[src/rtl/simd_regtype_pkg.sv]
package simd_regtype_pkg;

  localparam int BYTE_W = 8;
  localparam int HALF_W = 16;

  // first index of each bank; decoding order is part of the behaviour
  localparam int BANK_S8_LO  = 2;
  localparam int BANK_U8_LO  = 8;
  localparam int BANK_S16_LO = 16;
  localparam int BANK_U16_LO = 24;
  localparam int BANK_S32_LO = 30;

  typedef enum logic [1:0] {
    OP_ADD  = 2'b00,
    OP_SUB  = 2'b01,
    OP_HADD = 2'b10,
    OP_HSUB = 2'b11
  } arith_op_e;

  typedef enum logic [1:0] {
    GRP_NONE = 2'd0,
    GRP_BYTE = 2'd1,
    GRP_HALF = 2'd2,
    GRP_WORD = 2'd3
  } width_grp_e;

  typedef struct packed {
    logic       is_zero;
    logic       is_mask;
    width_grp_e grp;
    logic       is_signed;
  } reg_class_t;

endpackage

[src/rtl/simd_bank_decode.sv]
module simd_bank_decode
  import simd_regtype_pkg::*;
#(
  parameter int IDX_W = 5
) (
  input  logic [IDX_W-1:0] idx,
  output reg_class_t       cls
);

  always_comb begin
    cls = '{is_zero: 1'b0, is_mask: 1'b0, grp: GRP_NONE, is_signed: 1'b0};
    if (idx == '0) begin
      cls.is_zero = 1'b1;
    end else if (idx < IDX_W'(BANK_S8_LO)) begin
      cls.is_mask = 1'b1;
    end else if (idx < IDX_W'(BANK_U8_LO)) begin
      cls.grp       = GRP_BYTE;
      cls.is_signed = 1'b1;
    end else if (idx < IDX_W'(BANK_S16_LO)) begin
      cls.grp       = GRP_BYTE;
    end else if (idx < IDX_W'(BANK_U16_LO)) begin
      cls.grp       = GRP_HALF;
      cls.is_signed = 1'b1;
    end else if (idx < IDX_W'(BANK_S32_LO)) begin
      cls.grp       = GRP_HALF;
    end else begin
      cls.grp       = GRP_WORD;
      cls.is_signed = 1'b1;
    end
  end

endmodule

[src/rtl/simd_format_ctrl.sv]
module simd_format_ctrl
  import simd_regtype_pkg::*;
(
  input  reg_class_t cls_d,
  input  reg_class_t cls_a,
  input  reg_class_t cls_b,
  input  logic [1:0] mode,
  input  logic [1:0] op,
  output width_grp_e grp,
  output logic       is_signed,
  output logic       subtract,
  output logic       halve,
  output logic       saturate,
  output logic       illegal
);

  localparam int NREG = 3;

  reg_class_t cls [NREG];
  logic       exact_op;
  logic       grp_clash;
  logic       sign_clash;
  logic       any_mask;

  assign cls[0] = cls_d;
  assign cls[1] = cls_a;
  assign cls[2] = cls_b;

  assign subtract = op[0];
  assign halve    = op[1];
  assign saturate = (mode == 2'b01) && !op[1];
  assign exact_op = op[1] || mode[0];

  // primary format: first data-bearing register in destination, A, B order
  always_comb begin
    grp       = GRP_WORD;
    is_signed = 1'b1;
    for (int k = NREG - 1; k >= 0; k--) begin
      if (cls[k].grp != GRP_NONE) begin
        grp       = cls[k].grp;
        is_signed = cls[k].is_signed;
      end
    end
  end

  always_comb begin
    grp_clash  = 1'b0;
    sign_clash = 1'b0;
    any_mask   = 1'b0;
    for (int k = 0; k < NREG; k++) begin
      any_mask = any_mask | cls[k].is_mask;
      if (cls[k].grp != GRP_NONE) begin
        grp_clash  = grp_clash  | (cls[k].grp != grp);
        sign_clash = sign_clash | (cls[k].is_signed != is_signed);
      end
    end
  end

  assign illegal = any_mask || grp_clash || mode[1] || (sign_clash && exact_op);

endmodule

[src/rtl/simd_lane_arith.sv]
module simd_lane_arith #(
  parameter int W = 8
) (
  input  logic [W-1:0] a,
  input  logic [W-1:0] b,
  input  logic         is_signed,
  input  logic         subtract,
  input  logic         saturate,
  input  logic         halve,
  output logic [W-1:0] res,
  output logic         clamped
);

  logic [W:0]   ext_a;
  logic [W:0]   ext_b;
  logic [W:0]   full;
  logic         overflow;
  logic [W-1:0] limit;

  assign ext_a = {is_signed & a[W-1], a};
  assign ext_b = {is_signed & b[W-1], b};
  assign full  = subtract ? (ext_a - ext_b) : (ext_a + ext_b);

  // guard bit disagreeing with the lane sign bit means a signed overflow;
  // a set guard bit on an unsigned lane is a carry or a borrow
  assign overflow = is_signed ? (full[W] ^ full[W-1]) : full[W];

  always_comb begin
    if (is_signed)
      limit = full[W] ? {1'b1, {(W-1){1'b0}}} : {1'b0, {(W-1){1'b1}}};
    else
      limit = subtract ? '0 : '1;
  end

  always_comb begin
    clamped = 1'b0;
    if (halve) begin
      res = full[W:1];
    end else if (saturate && overflow) begin
      res     = limit;
      clamped = 1'b1;
    end else begin
      res = full[W-1:0];
    end
  end

endmodule

[src/rtl/simd_regtyped_adder.sv]
module simd_regtyped_adder
  import simd_regtype_pkg::*;
#(
  parameter int DATA_W = 32,
  parameter int IDX_W  = 5
) (
  input  logic                     clk,
  input  logic                     rst_n,
  input  logic                     in_valid,
  output logic                     in_ready,
  input  logic [IDX_W-1:0]         dst_idx,
  input  logic [IDX_W-1:0]         srca_idx,
  input  logic [IDX_W-1:0]         srcb_idx,
  input  logic [DATA_W-1:0]        opa,
  input  logic [DATA_W-1:0]        opb,
  input  logic [1:0]               mode,
  input  logic [1:0]               op,
  output logic                     out_valid,
  input  logic                     out_ready,
  output logic [DATA_W-1:0]        res,
  output logic [DATA_W/BYTE_W-1:0] sat_flags,
  output logic                     illegal,
  output logic                     discarded
);

  localparam int N_BYTE = DATA_W / BYTE_W;
  localparam int N_HALF = DATA_W / HALF_W;
  localparam int FLAG_W = N_BYTE;

  reg_class_t  cls_d, cls_a, cls_b;
  width_grp_e  fmt_grp;
  logic        fmt_signed, do_sub, do_half, do_sat, bad_combo;
  logic [DATA_W-1:0] a_eff, b_eff;

  logic [DATA_W-1:0] r_byte, r_half, r_word;
  logic [N_BYTE-1:0] c_byte;
  logic [N_HALF-1:0] c_half;
  logic              c_word;

  logic [DATA_W-1:0] res_nxt;
  logic [FLAG_W-1:0] flag_nxt;

  simd_bank_decode #(.IDX_W(IDX_W)) u_dec_d (.idx(dst_idx),  .cls(cls_d));
  simd_bank_decode #(.IDX_W(IDX_W)) u_dec_a (.idx(srca_idx), .cls(cls_a));
  simd_bank_decode #(.IDX_W(IDX_W)) u_dec_b (.idx(srcb_idx), .cls(cls_b));

  simd_format_ctrl u_ctrl (
    .cls_d    (cls_d),
    .cls_a    (cls_a),
    .cls_b    (cls_b),
    .mode     (mode),
    .op       (op),
    .grp      (fmt_grp),
    .is_signed(fmt_signed),
    .subtract (do_sub),
    .halve    (do_half),
    .saturate (do_sat),
    .illegal  (bad_combo)
  );

  assign a_eff = cls_a.is_zero ? '0 : opa;
  assign b_eff = cls_b.is_zero ? '0 : opb;

  for (genvar i = 0; i < N_BYTE; i++) begin : g_byte
    simd_lane_arith #(.W(BYTE_W)) u_lane (
      .a        (a_eff[i*BYTE_W +: BYTE_W]),
      .b        (b_eff[i*BYTE_W +: BYTE_W]),
      .is_signed(fmt_signed),
      .subtract (do_sub),
      .saturate (do_sat),
      .halve    (do_half),
      .res      (r_byte[i*BYTE_W +: BYTE_W]),
      .clamped  (c_byte[i])
    );
  end

  for (genvar i = 0; i < N_HALF; i++) begin : g_half
    simd_lane_arith #(.W(HALF_W)) u_lane (
      .a        (a_eff[i*HALF_W +: HALF_W]),
      .b        (b_eff[i*HALF_W +: HALF_W]),
      .is_signed(fmt_signed),
      .subtract (do_sub),
      .saturate (do_sat),
      .halve    (do_half),
      .res      (r_half[i*HALF_W +: HALF_W]),
      .clamped  (c_half[i])
    );
  end

  simd_lane_arith #(.W(DATA_W)) u_word (
    .a        (a_eff),
    .b        (b_eff),
    .is_signed(fmt_signed),
    .subtract (do_sub),
    .saturate (do_sat),
    .halve    (do_half),
    .res      (r_word),
    .clamped  (c_word)
  );

  always_comb begin
    case (fmt_grp)
      GRP_BYTE: begin
        res_nxt  = r_byte;
        flag_nxt = c_byte;
      end
      GRP_HALF: begin
        res_nxt  = r_half;
        flag_nxt = FLAG_W'(c_half);
      end
      default: begin
        res_nxt  = r_word;
        flag_nxt = FLAG_W'(c_word);
      end
    endcase
    if (bad_combo) begin
      res_nxt  = '0;
      flag_nxt = '0;
    end
  end

  // single output slot: accept when empty or being drained
  assign in_ready = !out_valid || out_ready;

  always_ff @(posedge clk or negedge rst_n) begin
    if (!rst_n) begin
      out_valid <= 1'b0;
      res       <= '0;
      sat_flags <= '0;
      illegal   <= 1'b0;
      discarded <= 1'b0;
    end else if (in_valid && in_ready) begin
      out_valid <= 1'b1;
      res       <= res_nxt;
      sat_flags <= flag_nxt;
      illegal   <= bad_combo;
      discarded <= cls_d.is_zero;
    end else if (out_ready) begin
      out_valid <= 1'b0;
    end
  end

endmodule

[config.mk]
export PLATFORM = sky130hd
export DESIGN_NAME = simd_regtyped_adder
export DESIGN_NICKNAME = d
export VERILOG_FILES = /design/src/rtl/simd_regtype_pkg.sv /design/src/rtl/simd_bank_decode.sv /design/src/rtl/simd_format_ctrl.sv /design/src/rtl/simd_lane_arith.sv /design/src/rtl/simd_regtyped_adder.sv
export SDC_FILE = /design/constraint.sdc
export NUM_CORES = 1
export LEC_CHECK = 0
export CORE_AREA = 2 2 156 158
export DETAILED_ROUTE_END_ITERATION = 16
export DIE_AREA = 0 0 158 160
export HOLD_SLACK_MARGIN = 0.06
export PLACE_DENSITY_LB_ADDON = 0.1
export SLEW_MARGIN = 5
export SYNTH_ARGS = -nofsm -noshare
export SYNTH_HDL_FRONTEND = slang
export SYNTH_SLANG_ARGS = --single-unit
[constraint.sdc]
create_clock -name clk -period 2.5 [get_ports clk]
set_clock_uncertainty 0.15 [all_clocks]
set_input_delay 0.5 -clock clk [delete_from_list [all_inputs] [get_ports clk]]
set_output_delay 0.5 -clock clk [all_outputs]
set_load 0.02 [all_outputs]
==> impl_results.md <==
- Drt pass-1 iters: 5
- Maximum vdd ir drop: 0.323 mV
- Diodes inserted: 0
- Finish-stage setup viols: 37
- Sum Neg Setup Slack: -85.58 ns
- Clk root buf: clkbuf_16
- Tmin final: 4.97 ns
- Syn_area_per_cell: 7.05 µm²
- Final Util: 67.5%
- Full die area: 25300 µm²
- Share of cells above drive strength 1: 39.4%
- Die W: 158 µm
- Fin cells: 2254
- Vias in the first global route: 11900
- Pwr Total: 6.67 mW
- Mapped Cells: 1316
- Post-synth cell types: 101
- Fillers: 2110
- Inst Count DP: 2196
- Vias: 12500
- GRT Residual Overflow: 0
- RSZ-0062 raised after global routing: true
- GRT Resource Usage Total: 31.1%
- Main area contributors after synthesis: dfrtp_1 (11%), ha_1 (9.4%), a21oi_1 (6.6%)
- Hold crit path type: reg2reg
- Mapped Nets: 1477
- Antenna Nets Post-Route: 0
- Top Ports: 127
- Async SR Flop Fraction: 100%
- Status: finished, violations left
- Cts bufs inserted: 5
- Initial antenna violation count: 0
- CTS tree: built
- Fmax achieved: 201 MHz
- H-Tree Depth: 2
- Port Buffer Count: 126
- Top cells by count, synth: nand2_1 (157), a21oi_1 (123), nor2_1 (115), o21ai_0 (95), ha_1 (70)
- WL final: 40500 µm
- Std cell rows: 57
- Count leader, synth: nand2_1
- Clk slew on worst S/H paths: 0.06 ns
- Multi-input gate area: 8820 µm²
- CTS Sinks: 39
- FF-to-FF Start: out_valid$_DFFE_PN0P_
- Register area: 976 µm²
- Detailed Place HPWL: 32800 µm
- Clock Path Buffers: 2
- Starting Density: 39.0%
- Critical Path Sink: res[13]$_DFFE_PN0P_
- Final Cycle Share: 199%
- Reg2Reg Depth: 12
- Clock Latency Late Sink: 0.28 ns
- Yosys warning total: 0
- Worst Setup Path Type: in2reg
- Leakage: 7.30 nW
- Sequential-to-total area share from yosys stat: 10.5%
- Max-Cap Viols: 0
- Remaining DRCs: 0
- Vias per Instance: 5.53
- Largest net degree at the start of global routing: 64
- Synth top area share: 10.5%
- First-pass GRT wire length: 62400 µm
- WL per Instance: 18.0 µm
- Worst Tran Pin Value: 0.753 ns
- Hold Vio Cnt, Final: 0
- Initial drt markers: 852
- Pwr Density: 415 nW/µm²
- Synth Cell Area: 9280 µm²
- Layout area overhead: 73.2%
- Final WS setup: -2.47 ns
- Max_slew headroom: 49.8%
- Hold Slack: 0.323 ns
- Area leader, netlist: dfrtp_1
- Max FO, Critical Path: 7
- R2R Setup Slk: 0.01 ns
- Setup crit start: srcb_idx[4]
- RR Endpoint: res[4]$_DFFE_PN0P_
- Number of synthesized register bits: 39
- Failing checks: negative setup slack
- Startpoint Class: input port
- Count of pins over their slew limit: 0
- Setup crit end kind: register
- Fin nets: 2090
- Die Ht: 160 µm
- Data arrival, critical path: 5.02 ns
- Core ar.: 23800 µm²
- Req. time, crit path: 2.55 ns
- Top_reg_cell synth: dfrtp_1
- Gpl congestion: 0.973
- Number of flops mapped to enable cells by yosys: 0
[timing repair]
| item | CTS | global route |
|---|---|---|
| setup buffers | 34 | 13 |
| gates resized for setup | 138 | 79 |
| endpoints found under the setup margin | 37 | 37 |
| hold buffers | 1 | 0 |
| hold endpoints to repair | 18 | 0 |
| pin swaps | 75 | 51 |
| cloned | 2 | 2 |
[worst min path at each step]
stage,start,to,slack (ns),depth (start not counted)
global placement,res[21]$_DFFE_PN0P_,res[21]$_DFFE_PN0P_,0.31,2
floorplan,rst_n,discarded$_DFFE_PN0P_,0.05,0
finish,sat_flags[2]$_DFFE_PN0P_,sat_flags[2]$_DFFE_PN0P_,0.32,2
CTS,sat_flags[2]$_DFFE_PN0P_,sat_flags[2]$_DFFE_PN0P_,0.34,2
detailed placement,rst_n,res[24]$_DFFE_PN0P_,0.32,1
global route,res[6]$_DFFE_PN0P_,res[6]$_DFFE_PN0P_,0.36,2
[report_power, final]
| group | total (mW) | internal (mW) | switching, mW |
|---|---|---|---|
| Sequential | 0.661 | 0.649 | 0.0123 |
| Combinational | 5.38 | 2.68 | 2.70 |
| Clock | 0.632 | 0.367 | 0.265 |
| Total | 6.67 | 3.69 | 2.98 |
[final cells by class]
class,instances,share of cell area [%]
inverter,40,0.934
clock buffer,5,0.778
tap,324,2.52
timing repair buffer,677,34.7
clock inverter,3,0.125
multi-input combinational,1166,54.8
sequential,39,6.07
[sequential cells by signal (all words and copies together), names as in the netlist]
| register | flops |
|---|---|
| res | 32 |
| sat_flags | 4 |
| discarded | 1 |
| illegal | 1 |
| out_valid | 1 |
[routing by layer]
layer,global-route usage (%),share of wire (%)
met1,45.3,46
met4,8.23,2.4
met3,1.63,5.8
met2,49.8,46
met5,0,0
[cells by family (layout without fill, tap and decap cells)]
family,count (synthesis),count (layout),synth area share (%)
muxes,12,12,1.58
buffers and inverters,112,725,4.96
adders and majority gates,74,74,10.3
and+or+nand+nor,477,478,24.9
AOI/OAI and AO/OA,488,488,35.8
DFF,39,39,10.5
xor gates and xnor gates,114,114,12.0
[stage by stage]
stage | cell area, µm² | worst slack, ns
floorplan | 9560 | -3.08
global placement | 14700 | -3.11
detailed placement | 14700 | -3.21
CTS | 15600 | -2.35
global route | 16100 | -2.66
finish | 16100 | -2.47
[critical path, stage by stage]
cell and delay, ns:
buf_6 0.09, or4_4 0.58, nand2b_4 0.25, buf_6 0.15
nand2_4 0.06, ha_4 0.15, o21a_1 0.16, nand2_2 0.08
nor3_2 0.11, o21ai_1 0.08, a21oi_1 0.17, a21oi_2 0.06
ha_1 0.36, buf_6 0.15, a21oi_4 0.14, nand2_2 0.08
a221oi_2 0.27, o31ai_2 0.12, o211ai_1 0.25, a21o_1 0.24
buf_6 0.14, nand2_8 0.06, a31oi_4 0.23, buf_6 0.19
o21ai_2 0.07, a221oi_2 0.24
[layout by cell type, fill, tap and decap left out, drive strengths merged, types with 6 or more instances in the layout]
cell type        n
inv             40
nand4           10
nand3           33
xor2            47
and3             6
o311ai          11
o21ai          112
o2111ai          6
mux2i           10
or3             10
a31oi           22
ha              70
o21a            20
nor3            32
clkdlybuf4s50  112
or2              9
o21bai           6
clkbuf           6
nor2           118
o31ai           14
and2            39
a221oi          12
o211ai          18
dlygate4sd2      7
a21o            27
a211o            8
dfrtp           39
a211oi          13
a22oi           17
nor2b           13
a2111oi          6
xnor2           62
a32oi           14
nand2b          21
buf            556
nand2          159
a21oi          127
No activity file was read; power rests on OpenSTA's default activity.
